### config.mk
export PLATFORM = sky130hd
export DESIGN_NAME = ext_rst_pulse
export DESIGN_NICKNAME = d
export VERILOG_FILES = /design/src/rtl/ext_rst_pulse_pkg.sv /design/src/rtl/ext_rst_pulse_ctrl.sv /design/src/rtl/ext_rst_pulse_dp.sv /design/src/rtl/ext_rst_pulse.sv
export SDC_FILE = /design/constraint.sdc
export NUM_CORES = 1
export LEC_CHECK = 0
export BUFFER_PORTS_ARGS = -buffer_cell sky130_fd_sc_hd__buf_2
export CAP_MARGIN = 40
export CORE_MARGIN = 2
export CORE_UTILIZATION = 35
export DETAILED_ROUTE_END_ITERATION = 12
export SLEW_MARGIN = 20
export SYNTH_ARGS = -nofsm -noshare
export SYNTH_HDL_FRONTEND = slang
export SYNTH_SLANG_ARGS = --single-unit
### constraint.sdc
create_clock -name clk -period 1.85 [get_ports clk]
set_input_delay 0.555 -clock clk [delete_from_list [all_inputs] [get_ports clk]]
set_output_delay 0.555 -clock clk [all_outputs]
set_load 0.005 [all_outputs]
### src/rtl/ext_rst_pulse_pkg.sv
package ext_rst_pulse_pkg;
  localparam int REG_W = 32;
  localparam logic [7:0] KEY_ACT_HIGH   = 8'hA5;
  localparam logic [7:0] KEY_ACT_LOW    = 8'h5A;
  localparam logic [7:0] KEY_PUSH_PULL  = 8'hA8;
  localparam logic [7:0] KEY_OPEN_DRAIN = 8'h8A;

  typedef struct packed {
    logic load;  // capture the length into the counter
    logic dec;   // count one tick down
  } cnt_strobe_t;

  typedef enum logic {PG_IDLE, PG_PULSE} pg_state_e;
endpackage

### src/rtl/ext_rst_pulse_ctrl.sv
module ext_rst_pulse_ctrl
  import ext_rst_pulse_pkg::*;
#(
  parameter int WIDTH_BITS  = 20,
  parameter int RESET_WIDTH = 'hFF
) (
  input  logic                  clk,
  input  logic                  rstN,
  input  logic                  regWe,
  input  logic [REG_W-1:0]      regWdata,
  input  logic                  fire,
  input  logic                  tick1us,
  input  logic                  cntZero,
  output logic [WIDTH_BITS-1:0] widthCfg,
  output logic                  activeHigh,
  output logic                  pushPull,
  output logic                  pulseOn,
  output cnt_strobe_t           strobe
);
  localparam int KEY_LSB = REG_W - 8;

  logic [7:0] keyByte;
  pg_state_e  state, stateNext;

  assign keyByte = regWdata[REG_W-1:KEY_LSB];

  // Configuration register with keyed mode bits
  always_ff @(posedge clk or negedge rstN) begin
    if (!rstN) begin
      widthCfg   <= WIDTH_BITS'(RESET_WIDTH);
      activeHigh <= 1'b0;
      pushPull   <= 1'b0;
    end else if (regWe) begin
      widthCfg <= regWdata[WIDTH_BITS-1:0];
      case (keyByte)
        KEY_ACT_HIGH:   activeHigh <= 1'b1;
        KEY_ACT_LOW:    activeHigh <= 1'b0;
        KEY_PUSH_PULL:  pushPull   <= 1'b1;
        KEY_OPEN_DRAIN: pushPull   <= 1'b0;
        default: ;
      endcase
    end
  end

  // Pulse sequencing
  always_comb begin
    stateNext = state;
    strobe    = '0;
    case (state)
      PG_IDLE: if (fire) begin
        strobe.load = 1'b1;
        stateNext   = PG_PULSE;
      end
      PG_PULSE: if (tick1us) begin
        if (cntZero) stateNext = PG_IDLE;
        else         strobe.dec = 1'b1;
      end
      default: stateNext = PG_IDLE;
    endcase
  end

  always_ff @(posedge clk or negedge rstN) begin
    if (!rstN) state <= PG_IDLE;
    else       state <= stateNext;
  end

  assign pulseOn = (state == PG_PULSE);
endmodule

### src/rtl/ext_rst_pulse_dp.sv
module ext_rst_pulse_dp
  import ext_rst_pulse_pkg::*;
#(
  parameter int WIDTH_BITS = 20
) (
  input  logic                  clk,
  input  logic                  rstN,
  input  cnt_strobe_t           strobe,
  input  logic [WIDTH_BITS-1:0] widthCfg,
  input  logic                  activeHigh,
  input  logic                  pushPull,
  input  logic                  pulseOn,
  output logic                  cntZero,
  output logic                  pinData,
  output logic                  pinOe
);
  logic [WIDTH_BITS-1:0] cnt;

  always_ff @(posedge clk or negedge rstN) begin
    if (!rstN)           cnt <= '0;
    else if (strobe.load) cnt <= widthCfg;
    else if (strobe.dec)  cnt <= cnt - 1'b1;
  end

  assign cntZero = (cnt == '0);

  always_comb begin
    if (pushPull) begin
      pinOe   = 1'b1;
      pinData = pulseOn ? activeHigh : ~activeHigh;
    end else begin
      pinOe   = pulseOn;
      pinData = activeHigh;
    end
  end
endmodule

### src/rtl/ext_rst_pulse.sv
module ext_rst_pulse
  import ext_rst_pulse_pkg::*;
#(
  parameter int WIDTH_BITS  = 20,
  parameter int RESET_WIDTH = 'hFF
) (
  input  logic        clk,
  input  logic        rstN,
  input  logic        regWe,
  input  logic [31:0] regWdata,
  output logic [31:0] regRdata,
  input  logic        tick1us,
  input  logic        fire,
  output logic        pinData,
  output logic        pinOe
);
  localparam int PAD_BITS = REG_W - 2 - WIDTH_BITS;

  logic [WIDTH_BITS-1:0] widthCfg;
  logic                  activeHigh, pushPull, pulseOn, cntZero;
  cnt_strobe_t           strobe;

  ext_rst_pulse_ctrl #(.WIDTH_BITS(WIDTH_BITS), .RESET_WIDTH(RESET_WIDTH)) u_ctrl (
    .clk(clk), .rstN(rstN), .regWe(regWe), .regWdata(regWdata),
    .fire(fire), .tick1us(tick1us), .cntZero(cntZero),
    .widthCfg(widthCfg), .activeHigh(activeHigh), .pushPull(pushPull),
    .pulseOn(pulseOn), .strobe(strobe)
  );

  ext_rst_pulse_dp #(.WIDTH_BITS(WIDTH_BITS)) u_dp (
    .clk(clk), .rstN(rstN), .strobe(strobe), .widthCfg(widthCfg),
    .activeHigh(activeHigh), .pushPull(pushPull), .pulseOn(pulseOn),
    .cntZero(cntZero), .pinData(pinData), .pinOe(pinOe)
  );

  generate
    if (PAD_BITS > 0) begin : g_pad
      assign regRdata = {activeHigh, pushPull, {PAD_BITS{1'b0}}, widthCfg};
    end else begin : g_nopad
      assign regRdata = {activeHigh, pushPull, widthCfg};
    end
  endgenerate
endmodule

After elaboration in Yosys (flattened, before gate mapping)
Cells that the tools add are included.
{ "op_classes": {"addsub": 1, "n_eq_ne": 4, "multipliers": 0, "n_lt_le_gt_ge": 0, "div": 0, "reduce_logical": 6, "muxes": 14, "n_shift": 0, "bitwise": 2} }
{ "ops": {"columns": ["cell", "n"], "rows": [
  ["$mux 20", 2],
  ["$eq 8x8->1 const B", 3],
  ["$logic_not 20->1", 1],
  ["$sub 20x1->20 const B", 1],
  ["$mux 1", 9],
  ["$eq 8x7->1 const B", 1],
  ["$pmux 1 s2", 3],
  ["$reduce_bool 2->1", 3],
  ["$reduce_and 2->1", 2],
  ["$not 1->1", 2]
]} }
{ "word_totals": {"out_inout_bits": 34, "memories": 0, "mem_bits_rw": 0, "reg_bits": 43, "latchBits": 0, "in_bits": 37, "romBits": 0} }

Depth between registers and ports, before layout
Gate-level depths: netlist of run 1.
{ "depth": {"ltp_word": 6, "depth_mapped": 8, "depth_no_buf": 7} }

Hierarchy
A second synthesis of run 1 with hierarchy kept.
{ "unflattened": {"hier_cells": 210, "hier_area_um2": 2232.1} }
{ "modules_own_cells": {"columns": ["module", "seq_area_each_um2", "n_inst", "cells_each", "area_each_um2"], "rows": [
  ["ext_rst_pulse_dp", 500.5, 1, 135, 1198.6],
  ["ext_rst_pulse_ctrl", 585.6, 1, 62, 939.7],
  ["ext_rst_pulse", 0.0, 1, 13, 93.8]
]} }

Worst setup path after synthesis of run 1
Ideal clock, no wire load.
{ "synth_path": {"kind": "register to register", "startpoint": "reg u_dp.cnt[5]", "endpoint": "reg u_dp.cnt[12]", "setup_slack_ns": -0.157, "arrival_time_ns": 1.881, "path_buffers": 1, "stages_incl_launch_ff": 6, "synth_period_minus_slack_ns": 2.007, "setup_ns": 0.126, "t_required_ns": 1.724, "cell_sequence": "dfrtp_1 -> or4_4 -> nor4_4 -> a21oi_2 -> buf_2 -> a221o_1"} }
{ "synth_between": {"elab_chain_len": 5, "word_cells_on_any_way": 8} }
{ "synth_lines": {"columns": ["item", "line", "source"], "rows": [
  ["start, declared", "ext_rst_pulse_dp.sv:17", "logic [WIDTH_BITS-1:0] cnt;"],
  ["start signal, assigned", "ext_rst_pulse_dp.sv:21", "else if (strobe.load) cnt <= widthCfg;"],
  ["start signal, assigned", "ext_rst_pulse_dp.sv:22", "else if (strobe.dec) cnt <= cnt - 1'b1;"],
  ["branches (longest 5 deep; another with $sub 20x1->20)", null, null]
]} }
Parallel ways; which one is timed is not known. The select of a mux whose other input is x is not followed.
A chain may end at the register's enable or synchronous reset.

Worst setup path after layout of run 1
{ "layout_path": {"startpoint": "reg u_dp.cnt[3]", "endpoint": "reg u_dp.cnt[12]"} }
Same word-level chain as after synthesis.

==> results of run 1 <==
==> Yosys cell counts (3+ instances only) <==
library cell / instances / share of area [%]
dfrtp_1: 35 / 37
nand2_1: 22 / 3.5
mux2_2: 20 / 9.6
nor2_1: 19 / 3.1
buf_4: 12 / 3.9
o21ai_0: 10 / 2.1
nand3_1: 9 / 1.9
dfstp_2: 8 / 9.0
nor3_1: 8 / 1.7
a21oi_1: 7 / 1.5
nor4_1: 7 / 1.9
inv_1: 5 / 0.80
clkbuf_1: 4 / 0.64
o21ai_1: 4 / 0.86
or3_1: 4 / 1.1
a22oi_1: 3 / 0.96
a31o_2: 3 / 1.1
a31oi_1: 3 / 0.80
nand2b_1: 3 / 0.80
o211ai_1: 3 / 0.96
xnor2_1: 3 / 1.1
==> routing by layer <==
metal / GRT usage (%) / up-vias / routed length, µm
met2: 27.34 / 60 / 2733
li1: - / 1026 / -
met1: 22.87 / 1020 / 2654
met4: 3.896 / 0 / 70
met3: 2.984 / 6 / 320
met5: 0 / - / 0
==> final cells by class <==
cell class | instances | area share [%]
multi-input combinational | 174 | 38.27
sequential | 43 | 34.39
timing repair buffer | 100 | 20.52
clock buffer | 8 | 3.170
tap | 77 | 3.051
inverter | 5 | 0.5943
==> repair_timing <==
item,CTS,global route
resized for setup,7,9
setup endpoints to repair,20,20
pin swaps,4,9
buffers inserted,4,1
==> sequential cells by signal, indices dropped and copies added (netlist names) <==
register	flops
u_dp.cnt	20
u_ctrl.pulseOn	1
u_ctrl.widthCfg	20
u_ctrl.activeHigh	1
u_ctrl.pushPull	1
==> power breakdown <==
group	switching, mW	internal [mW]
Sequential	0.0906	1.09
Clock	0.317	0.341
Combinational	0.382	0.390
==> cells by family after synthesis <==
logic type / count (synthesis) / share of synthesized area [%]
and+or+nand+nor: 88 / 19.75
AOI/OAI and AO/OA: 50 / 15.10
DFF: 43 / 46.47
buffers and inverters: 25 / 6.317
muxes: 20 / 9.636
xor gates and xnor gates: 4 / 1.499
adders and majority gates: 2 / 1.070
other: 1 / 0.1604
==> per-stage QoR <==
step | TNS, ns | setup slack [ns] | hold slack (ns) | util [%]
after CTS | -2.312 | -0.1829 | 0.2122 | 48.51
after global routing | -4.775 | -0.2929 | 0.2173 | 49.17
after floorplan | -0.8599 | -0.1399 | 0.2594 | -
final | -2.905 | -0.2226 | 0.2008 | 49.17
after global placement | -2.005 | -0.1767 | 0.5015 | 45.82
after detailed placement | -2.325 | -0.1878 | 0.5108 | 45.82
==> how the worst max path moves through the flow <==
stage	from	end	slack, ns	depth (start not counted)
floorplan	u_dp.cnt[5]$_DFFE_PN0P_	u_dp.cnt[7]$_DFFE_PN0P_	-0.14	5
global placement	u_dp.cnt[5]$_DFFE_PN0P_	u_dp.cnt[12]$_DFFE_PN0P_	-0.18	4
detailed placement	u_dp.cnt[5]$_DFFE_PN0P_	u_dp.cnt[12]$_DFFE_PN0P_	-0.19	4
CTS	u_dp.cnt[5]$_DFFE_PN0P_	u_dp.cnt[7]$_DFFE_PN0P_	-0.18	6
global route	u_dp.cnt[3]$_DFFE_PN0P_	u_dp.cnt[12]$_DFFE_PN0P_	-0.29	6
finish	u_dp.cnt[3]$_DFFE_PN0P_	u_dp.cnt[12]$_DFFE_PN0P_	-0.22	6
==> reports/results.ini, run 1 <==
[cts]
cts-root-buf=clkbuf_8
cts_made_buffers=5
clk_latency_ns=0.29
ctsHoldBuffers=0
cts_buffer_depth=2
clock-sinks=43
clkTransAtPathRegs_ns=0.08
htreeDepth=2
cts_tree=built

[synthesis]
synth_edf_count=0
async_flop_share_pct=100.0
ys.flop_type=dfrtp_1
syn_avg_cell_area_um2=10.03
syn_inst=233
ys_types=53
seq_area_frac_synth_pct=46.47
synth.yosys.warnings=0
syn-cell-area_um2=2337
ys_ff_latch=43

[setup_path]
cp-end-kind=flop
start_kind=flop
cp.arrival_ns=2.25
path_cells=or4_4 > nor4_4 > buf_4 > buf_4 > a21oi_4 > a221o_1
worstPathRequired_ns=2.03
regToRegSetupSlack_ns=-0.22
crit_slowest_cell=or4_4
cp_num_buf_inv=2
critPathKind=reg2reg
worstRegToRegCells=6
reg2reg_from=u_dp.cnt[3]$_DFFE_PN0P_
regToRegEndpoint=u_dp.cnt[12]$_DFFE_PN0P_
cp_common_cell=buf_4
max_stage_delay_ns=0.57
crit_fanout=11
cp_top_family=simple AND/OR/NAND/NOR gates

[routing]
drc=6
antenna_left=0
drt_iter0_markers=99
totalWireLength_mm=5.779
vias=2112
viasPerCell=5.189
avgRoutedWirePerCell_um=14.20
dr.pass1.iters=12

[sta]
rsz0062_at_grt=true
hold_viol=0
period_share_pct=112.0
setup_violations=20
period_minus_slack_ns=2.073
skew_ns=0.001831
setup_ws_ns=-0.2226
slew_viol_final=0
fmax_ghz=0.4825

[cells_and_area]
layoutNonFillerInstCount=407
layout_commonest_cell=buf_2
areaGrowthSynthToFinish_pct=35.12
fin_area_um2=3158
multi_input_area_um2=1209
drive_gt1_share_pct=48.18
nFillCells=605
diodes=0
final_nets=368
layout_common_cells=buf_2 (56), buf_4 (41), dfrtp_1 (35)
seq_area_um2=1086

[floorplanning]
die_width_um=85.72
die_h_um=85.72
rows=29
core_area_um2=6422
start_util_pct=36.39
io_pins=71
die-area_um2=7348

[global_routing]
antenna_found_initial=0
grtUsageTotal_pct=16.61
grt_max_degree=20
grt_pass1_wl_mm=9.784
overflow=0
grt_pass1_vias=2018

[flow_run]
drv_cap=0

[power_and_ir_drop]
p_leak_nw=1.441
fin_total_pwr_mw=2.606
power.density_nw_per_um2=825.2
peakVddDrop_v=0.0003872

[placed_design]
portBuffers=56
routabilityCongestion=0.8819
dpl_cell_area_um2=2943
place_hpwl_mm=4.343
dpl.cell_count=394

[hold_path]
holdCritPathClass=in2async

[run_status]
status=finished, violations left
violations=DRC, setup timing

(Power assumes the default switching activity.)
==> inputs of run 2 (changes only) <==
Settings changed: ABC_AREA set to 1.
==> run 2 against run 1 <==
The flow now finishes without violations. Global-route usage shrank 1.3 points. Synthesized cell count grew 57%. Critical path depth shrank 1. Count of clock-buffer cells in the layout shrank 1. Hold slack better by 0.019 ns. Setup slack gained 0.33 ns. Maximum frequency up 19%. Via count grew 14%. Routed wire length rose by 3.1%. Flip-flop and latch count did not move. Core utilization fell by 6.8 points. Critical path type is now reg2out.
==> reports/results.ini, run 2 <==
[sta]
period_share_pct=94.16  ; -18 points
holdWs_ns=0.2203  ; +0.01948 ns
rsz0062_at_grt=false
setup_violations=0  ; -100%
period_minus_slack_ns=1.742  ; -0.3307 ns
tns_ns=0  ; +2.905 ns
hold_viol=0  ; unchanged
setup_ws_ns=0.1081  ; +0.3307 ns
skew_ns=0.003765  ; +0.001934 ns
fmax_ghz=0.5741  ; +19%
slew_viol_final=0  ; unchanged

[floorplanning]
rows=31  ; +6.9%
io_pins=71  ; unchanged
die_h_um=91.02  ; +6.2%
start_util_pct=36.34  ; -0.050 points
core_area_um2=7292  ; +14%
die-area_um2=8284  ; +13%
die_width_um=91.02  ; +6.2%

[synthesis]
synth_edf_count=0  ; unchanged
synth_commonest_cells=nand2_1 (135), nand3_1 (38), dfrtp_1 (35)
yosysMostFrequentCell=nand2_1
synth.yosys.warnings=0  ; unchanged
seq_area_frac_synth_pct=40.98  ; -5.5 points
syn_avg_cell_area_um2=7.241  ; -28%
synth_area_leaders=dfrtp_1 (33%), nand2_1 (19%), dfstp_2 (7.9%), nand3_1 (7.2%), nor2_1 (4.4%)
async_flop_share_pct=100.0  ; unchanged
synth_top_cell_by_area=dfrtp_1
syn_inst=366  ; +57%
ys.flop_type=dfrtp_1
ys_types=35  ; -34%
synth_top_area_share_pct=33.05  ; -4.4 points
syn-cell-area_um2=2650  ; +13%
ys_ff_latch=43  ; unchanged

[cells_and_area]
nFillCells=779  ; +29%
seq_area_um2=1086  ; unchanged
drive_gt1_share_pct=24.88  ; -23 points
final_nets=460  ; +25%
top_regs=u_ctrl.widthCfg: 20 flops, u_dp.cnt: 20 flops
layout_common_cells=nand2_1 (135), buf_2 (56), nand3_1 (38)
layout_commonest_cell=nand2_1
multi_input_area_um2=1315  ; +8.8%
layoutNonFillerInstCount=521  ; +28%
diodes=0  ; unchanged
areaGrowthSynthToFinish_pct=16.57

[routing]
avgRoutedWirePerCell_um=11.44  ; -19%
drc=0  ; -6
vias=2407  ; +14%
drt_iter0_markers=73  ; -26%
viasPerCell=4.620  ; -11%
dr.pass1.iters=4  ; -8
antenna_left=0  ; unchanged
totalWireLength_mm=5.961  ; +3.1%

[global_routing]
grt_pass1_vias=2288  ; +13%
overflow=0  ; unchanged
grt_pass1_wl_mm=10.49  ; +7.2%
grtUsageTotal_pct=15.31  ; -1.3 points
grt_max_degree=44  ; +120%
antenna_found_initial=0  ; unchanged

[setup_path]
regToRegSetupSlack_ns=0.19  ; +0.41 ns
critPathKind=reg2out
cp.arrival_ns=1.19  ; -1.06 ns
start_kind=flop
regToRegEndpoint=u_dp.cnt[3]$_DFFE_PN0P_
worstPathRequired_ns=1.29  ; -0.74 ns
reg2reg_from=u_dp.cnt[0]$_DFFE_PN0P_
worstRegToRegCells=9  ; +3
crit_fanout=4  ; -7
cp-end-kind=primary output

[placed_design]
dpl.cell_count=513  ; +30%
routabilityCongestion=0.8627  ; -2.2%
portBuffers=56  ; unchanged
place_ws_ns=0.04583  ; +0.2336 ns
place_hpwl_mm=4.460  ; +2.7%

[cts]
htreeDepth=2  ; unchanged
clk_latency_ns=0.30  ; about the same
cts_buffer_depth=2  ; unchanged
cts_resized=0  ; -7
cts_tree=built
clkTransAtPathRegs_ns=0.08  ; about the same
clock-sinks=43  ; unchanged
ctsHoldBuffers=0  ; unchanged
cts_setup_buffers=0  ; -4
cts-root-buf=clkbuf_8
cts_made_buffers=5  ; unchanged

[hold_path]
holdCritPathClass=in2async

[power_and_ir_drop]
p_leak_nw=1.630  ; +13%
fin_total_pwr_mw=3.873  ; +49%
power.density_nw_per_um2=1254  ; +52%
peakVddDrop_v=0.0006138  ; +59%

[run_status]
status=completed

[flow_run]
drv_cap=0  ; unchanged

run 2: cell count changes in the layout (fill, tap and decap cells not counted), moves of 6 or more:
cell / before / now
nand2_1: 22 / 135
buf_4: 41 / 4
nand3_1: 9 / 38
inv_1: 4 / 30
mux2_2: 20 / 0
nor2_1: 19 / 31
nor3_1: 8 / 0
nor2_2: 0 / 7
o21ai_0: 5 / 12
o21ai_1: 7 / 1
run 2: cells by family after synthesis:
kind of cell / synth area share [%]
and+or+nand+nor: 40.75
buffers and inverters: 10.67
DFF: 40.98
AOI/OAI and AO/OA: 5.194
xor gates and xnor gates: 1.322
adders and majority gates: 0.9441
other: 0.1415
run 2: critical path, cell delays in order, from the launching register on:
cell     delay (ns)
dfrtp_1        0.43
inv_1          0.08
nand2_1        0.07
xor2_1         0.14
inv_1          0.05
buf_2          0.12
run 2: layout make-up:
cell class,count,share of cell area (%)
clock buffers,7,3.119
clock inverters,1,0.2430
well taps,99,4.010
inverters,34,4.212
multi-input cells,276,42.57
flip-flops and latches,43,35.16
repair buffers,61,10.69
run 2: report_power, final:
group	switching, mW	total (mW)	internal, mW
combinational	1.12	1.76	0.644
sequential	0.254	1.44	1.19
clock	0.330	0.670	0.340
run 2: worst max-delay path by stage:
stage                                          end  cells past startpoint  slack [ns]                startpoint
after floorplan            u_dp.cnt[7]$_DFFE_PN0P_                     10        0.40   u_dp.cnt[0]$_DFFE_PN0P_
after global placement    u_dp.cnt[18]$_DFFE_PN0P_                      7        0.07                      fire
after detailed placement   u_dp.cnt[9]$_DFFE_PN0P_                      7        0.05                      fire
after CTS                                  pinData                      5         0.1  u_ctrl.pulseOn$_DFF_PN0_
after global routing                       pinData                      5       0.002  u_ctrl.pulseOn$_DFF_PN0_
final                                      pinData                      5        0.11  u_ctrl.pulseOn$_DFF_PN0_
run 2: stage by stage:
| step | utilization (%) | area, µm² |
|---|---|---|
| after floorplan | - | 2684 |
| after global placement | 40.94 | 2985 |
| after detailed placement | 40.94 | 2985 |
| after CTS | 42.36 | 3089 |
| after global routing | 42.36 | 3089 |
| final | 42.36 | 3089 |
run 2: per-layer routing:
metal  track usage, %  vias up  share of wire (%)
met4            4.293        0                1.1
li1                 -     1238                  -
met2            26.36       54                 48
met5                0        -                  0
met3            2.490        4                3.9
met1            19.86     1111                 47
==> inputs of run 3 (changes only) <==
Settings changed: CAP_MARGIN 40 to 15, RECOVER_POWER set to 25.
==> run 3 against run 2 <==
Count of clock-buffer cells in the layout did not move. Via count fell by 0.42%. Hold slack improved by 0.23 ns. Combinational power barely moved. Critical endpoint unchanged.
==> reports/results.ini, run 3 (same netlist as run 2, synthesis figures left out) <==
[global_routing]
overflow=0  ; unchanged
antenna_found_initial=0  ; unchanged
grt_pass1_vias=2288  ; unchanged
grt_max_degree=44  ; unchanged
grt_pass1_wl_mm=10.49  ; unchanged
grtUsageTotal_pct=15.31  ; unchanged

[power_and_ir_drop]
switching_power_mw=1.699  ; -0.25%
p_int_mw=2.166  ; -0.19%
seqPwrFrac_pct=37.2  ; about the same
clkPwrFrac_pct=17.3  ; about the same
switching_share_pct=43.95  ; about the same
p_leak_nw=1.625  ; -0.32%
peakVddDrop_v=0.0006122  ; -0.26%
pwr-share-comb_pct=45.4  ; about the same
fin_total_pwr_mw=3.865  ; -0.22%
power.density_nw_per_um2=1257  ; +0.27%

[setup_path]
reg2reg_from=u_dp.cnt[0]$_DFFE_PN0P_
worstRegToRegCells=9  ; unchanged
critPathKind=reg2out
regToRegEndpoint=u_dp.cnt[3]$_DFFE_PN0P_
start_kind=flop
cp-end-kind=primary output
crit_fanout=4  ; unchanged
cp_num_buf_inv=3  ; unchanged
crit_slowest_cell=dfrtp_1
cp.arrival_ns=1.19  ; about the same
cp_top_family=flip-flops
regToRegSetupSlack_ns=0.21  ; +0.02 ns
worstPathRequired_ns=1.29  ; about the same
cp_common_cell=inv_1
path_cells=inv_1 > nand2_1 > xor2_1 > inv_1 > buf_2
max_stage_delay_ns=0.43  ; about the same

[cts]
cts-root-buf=clkbuf_8
clkTransAtPathRegs_ns=0.08  ; about the same
cts_made_buffers=5  ; unchanged
cts_resized=0  ; unchanged
cts_tree=built
htreeDepth=2  ; unchanged
cts_setup_buffers=0  ; unchanged
ctsHoldBuffers=0  ; unchanged
clk_latency_ns=0.30  ; about the same
clock-sinks=43  ; unchanged
cts_buffer_depth=2  ; unchanged

[sta]
period_share_pct=94.51  ; +0.35 points
skew_ns=0.003475  ; -0.0002895 ns
hold_viol=0  ; unchanged
setup_ws_ns=0.1016  ; -0.006496 ns
tns_ns=0  ; unchanged
tightestPinTransition_ns=1.054
slew_viol_final=0  ; unchanged
fmax_ghz=0.5720  ; -0.37%
period_minus_slack_ns=1.748  ; +0.006496 ns
setup_violations=0  ; unchanged
slew_headroom_pct=29.71
holdWs_ns=0.4462  ; +0.2259 ns
rsz0062_at_grt=false

[routing]
drt_iter0_markers=71  ; -2.7%
viasPerCell=4.601  ; -0.42%
antenna_left=0  ; unchanged
drc=0  ; unchanged
totalWireLength_mm=5.947  ; -0.23%
avgRoutedWirePerCell_um=11.41  ; -0.23%
vias=2397  ; -0.42%
dr.pass1.iters=4  ; unchanged

[cells_and_area]
layout_common_cells=nand2_1 (135), buf_2 (56), nand3_1 (38)
final_nets=460  ; unchanged
diodes=0  ; unchanged
layout_commonest_cell=nand2_1
areaGrowthSynthToFinish_pct=16.01
top_regs=u_ctrl.widthCfg: 20 flops, u_dp.cnt: 20 flops
drive_gt1_share_pct=24.88  ; unchanged

[hold_path]
hp-start=regWdata[0]
holdCritPathClass=in2reg
min_path_cells=3
hold_end=u_ctrl.widthCfg[0]$_DFFE_PN1P_

[placed_design]
place_ws_ns=0.04583  ; unchanged
routabilityCongestion=0.8627  ; unchanged
portBuffers=56  ; unchanged
place_hpwl_mm=4.460  ; unchanged

[floorplanning]
start_util_pct=36.34  ; unchanged
core_area_um2=7292  ; unchanged
io_pins=71  ; unchanged
die-area_um2=8284  ; unchanged
die_h_um=91.02  ; unchanged
die_width_um=91.02  ; unchanged
rows=31  ; unchanged

[flow_run]
drv_cap=0  ; unchanged

[run_status]
status=completed

run 3: layout make-up:
type / count / area, µm²
inverter: 34 / 130.1
clock buffer: 7 / 96.34
clock inverter: 1 / 7.507
multi-input combinational: 276 / 1315
timing repair buffer: 61 / 315.3
fill: 781 / 4218
tap: 99 / 123.9
sequential: 43 / 1086
run 3: how the worst max path moves through the flow:
| stage | startpoint | end | cells after the start |
|---|---|---|---|
| 3_3_place_gp | fire | u_dp.cnt[18]$_DFFE_PN0P_ | 7 |
| 3_5_place_dp | fire | u_dp.cnt[9]$_DFFE_PN0P_ | 7 |
| 6_report | u_ctrl.pulseOn$_DFF_PN0_ | pinData | 5 |
| 5_1_grt | u_ctrl.pulseOn$_DFF_PN0_ | pinData | 5 |
| 2_1_floorplan | u_dp.cnt[0]$_DFFE_PN0P_ | u_dp.cnt[7]$_DFFE_PN0P_ | 10 |
| 4_1_cts | u_ctrl.pulseOn$_DFF_PN0_ | pinData | 5 |
run 3: per-stage QoR:
step                instances  area [µm²]  utilization, %
global placement          513        2985           40.94
detailed placement        513        2985           40.94
finish                    521        3074           42.16
floorplan                 375        2684               -
global route              521        3074           42.16
CTS                       521        3089           42.36
run 3: power groups by stage:
stage / sequential (mW) / combinational (mW) / clock (mW)
final: 1.44 / 1.76 / 0.670
after global routing: 1.48 / 2.03 / 0.733
after CTS: 1.44 / 1.77 / 0.691
after detailed placement: 1.45 / 1.77 / 0
after global placement: 1.45 / 1.73 / 0
after floorplan: 1.39 / 1.41 / 0
run 3: layer usage:
layer	vias up	wire length (µm)	track usage [%]
met5	-	0	0
met2	50	2927	26.36
met1	1106	2786	19.86
met3	2	217	2.490
met4	0	16	4.293
li1	1239	-	-
run 3: worst reg2reg max path, delay by kind of cell (launching register included):
kind,cells,cell delay (ns)
compound gates,1,0.05
fa+ha+maj,1,0.19
buf+inv,1,0.14
flops,1,0.38
simple gates,6,0.78
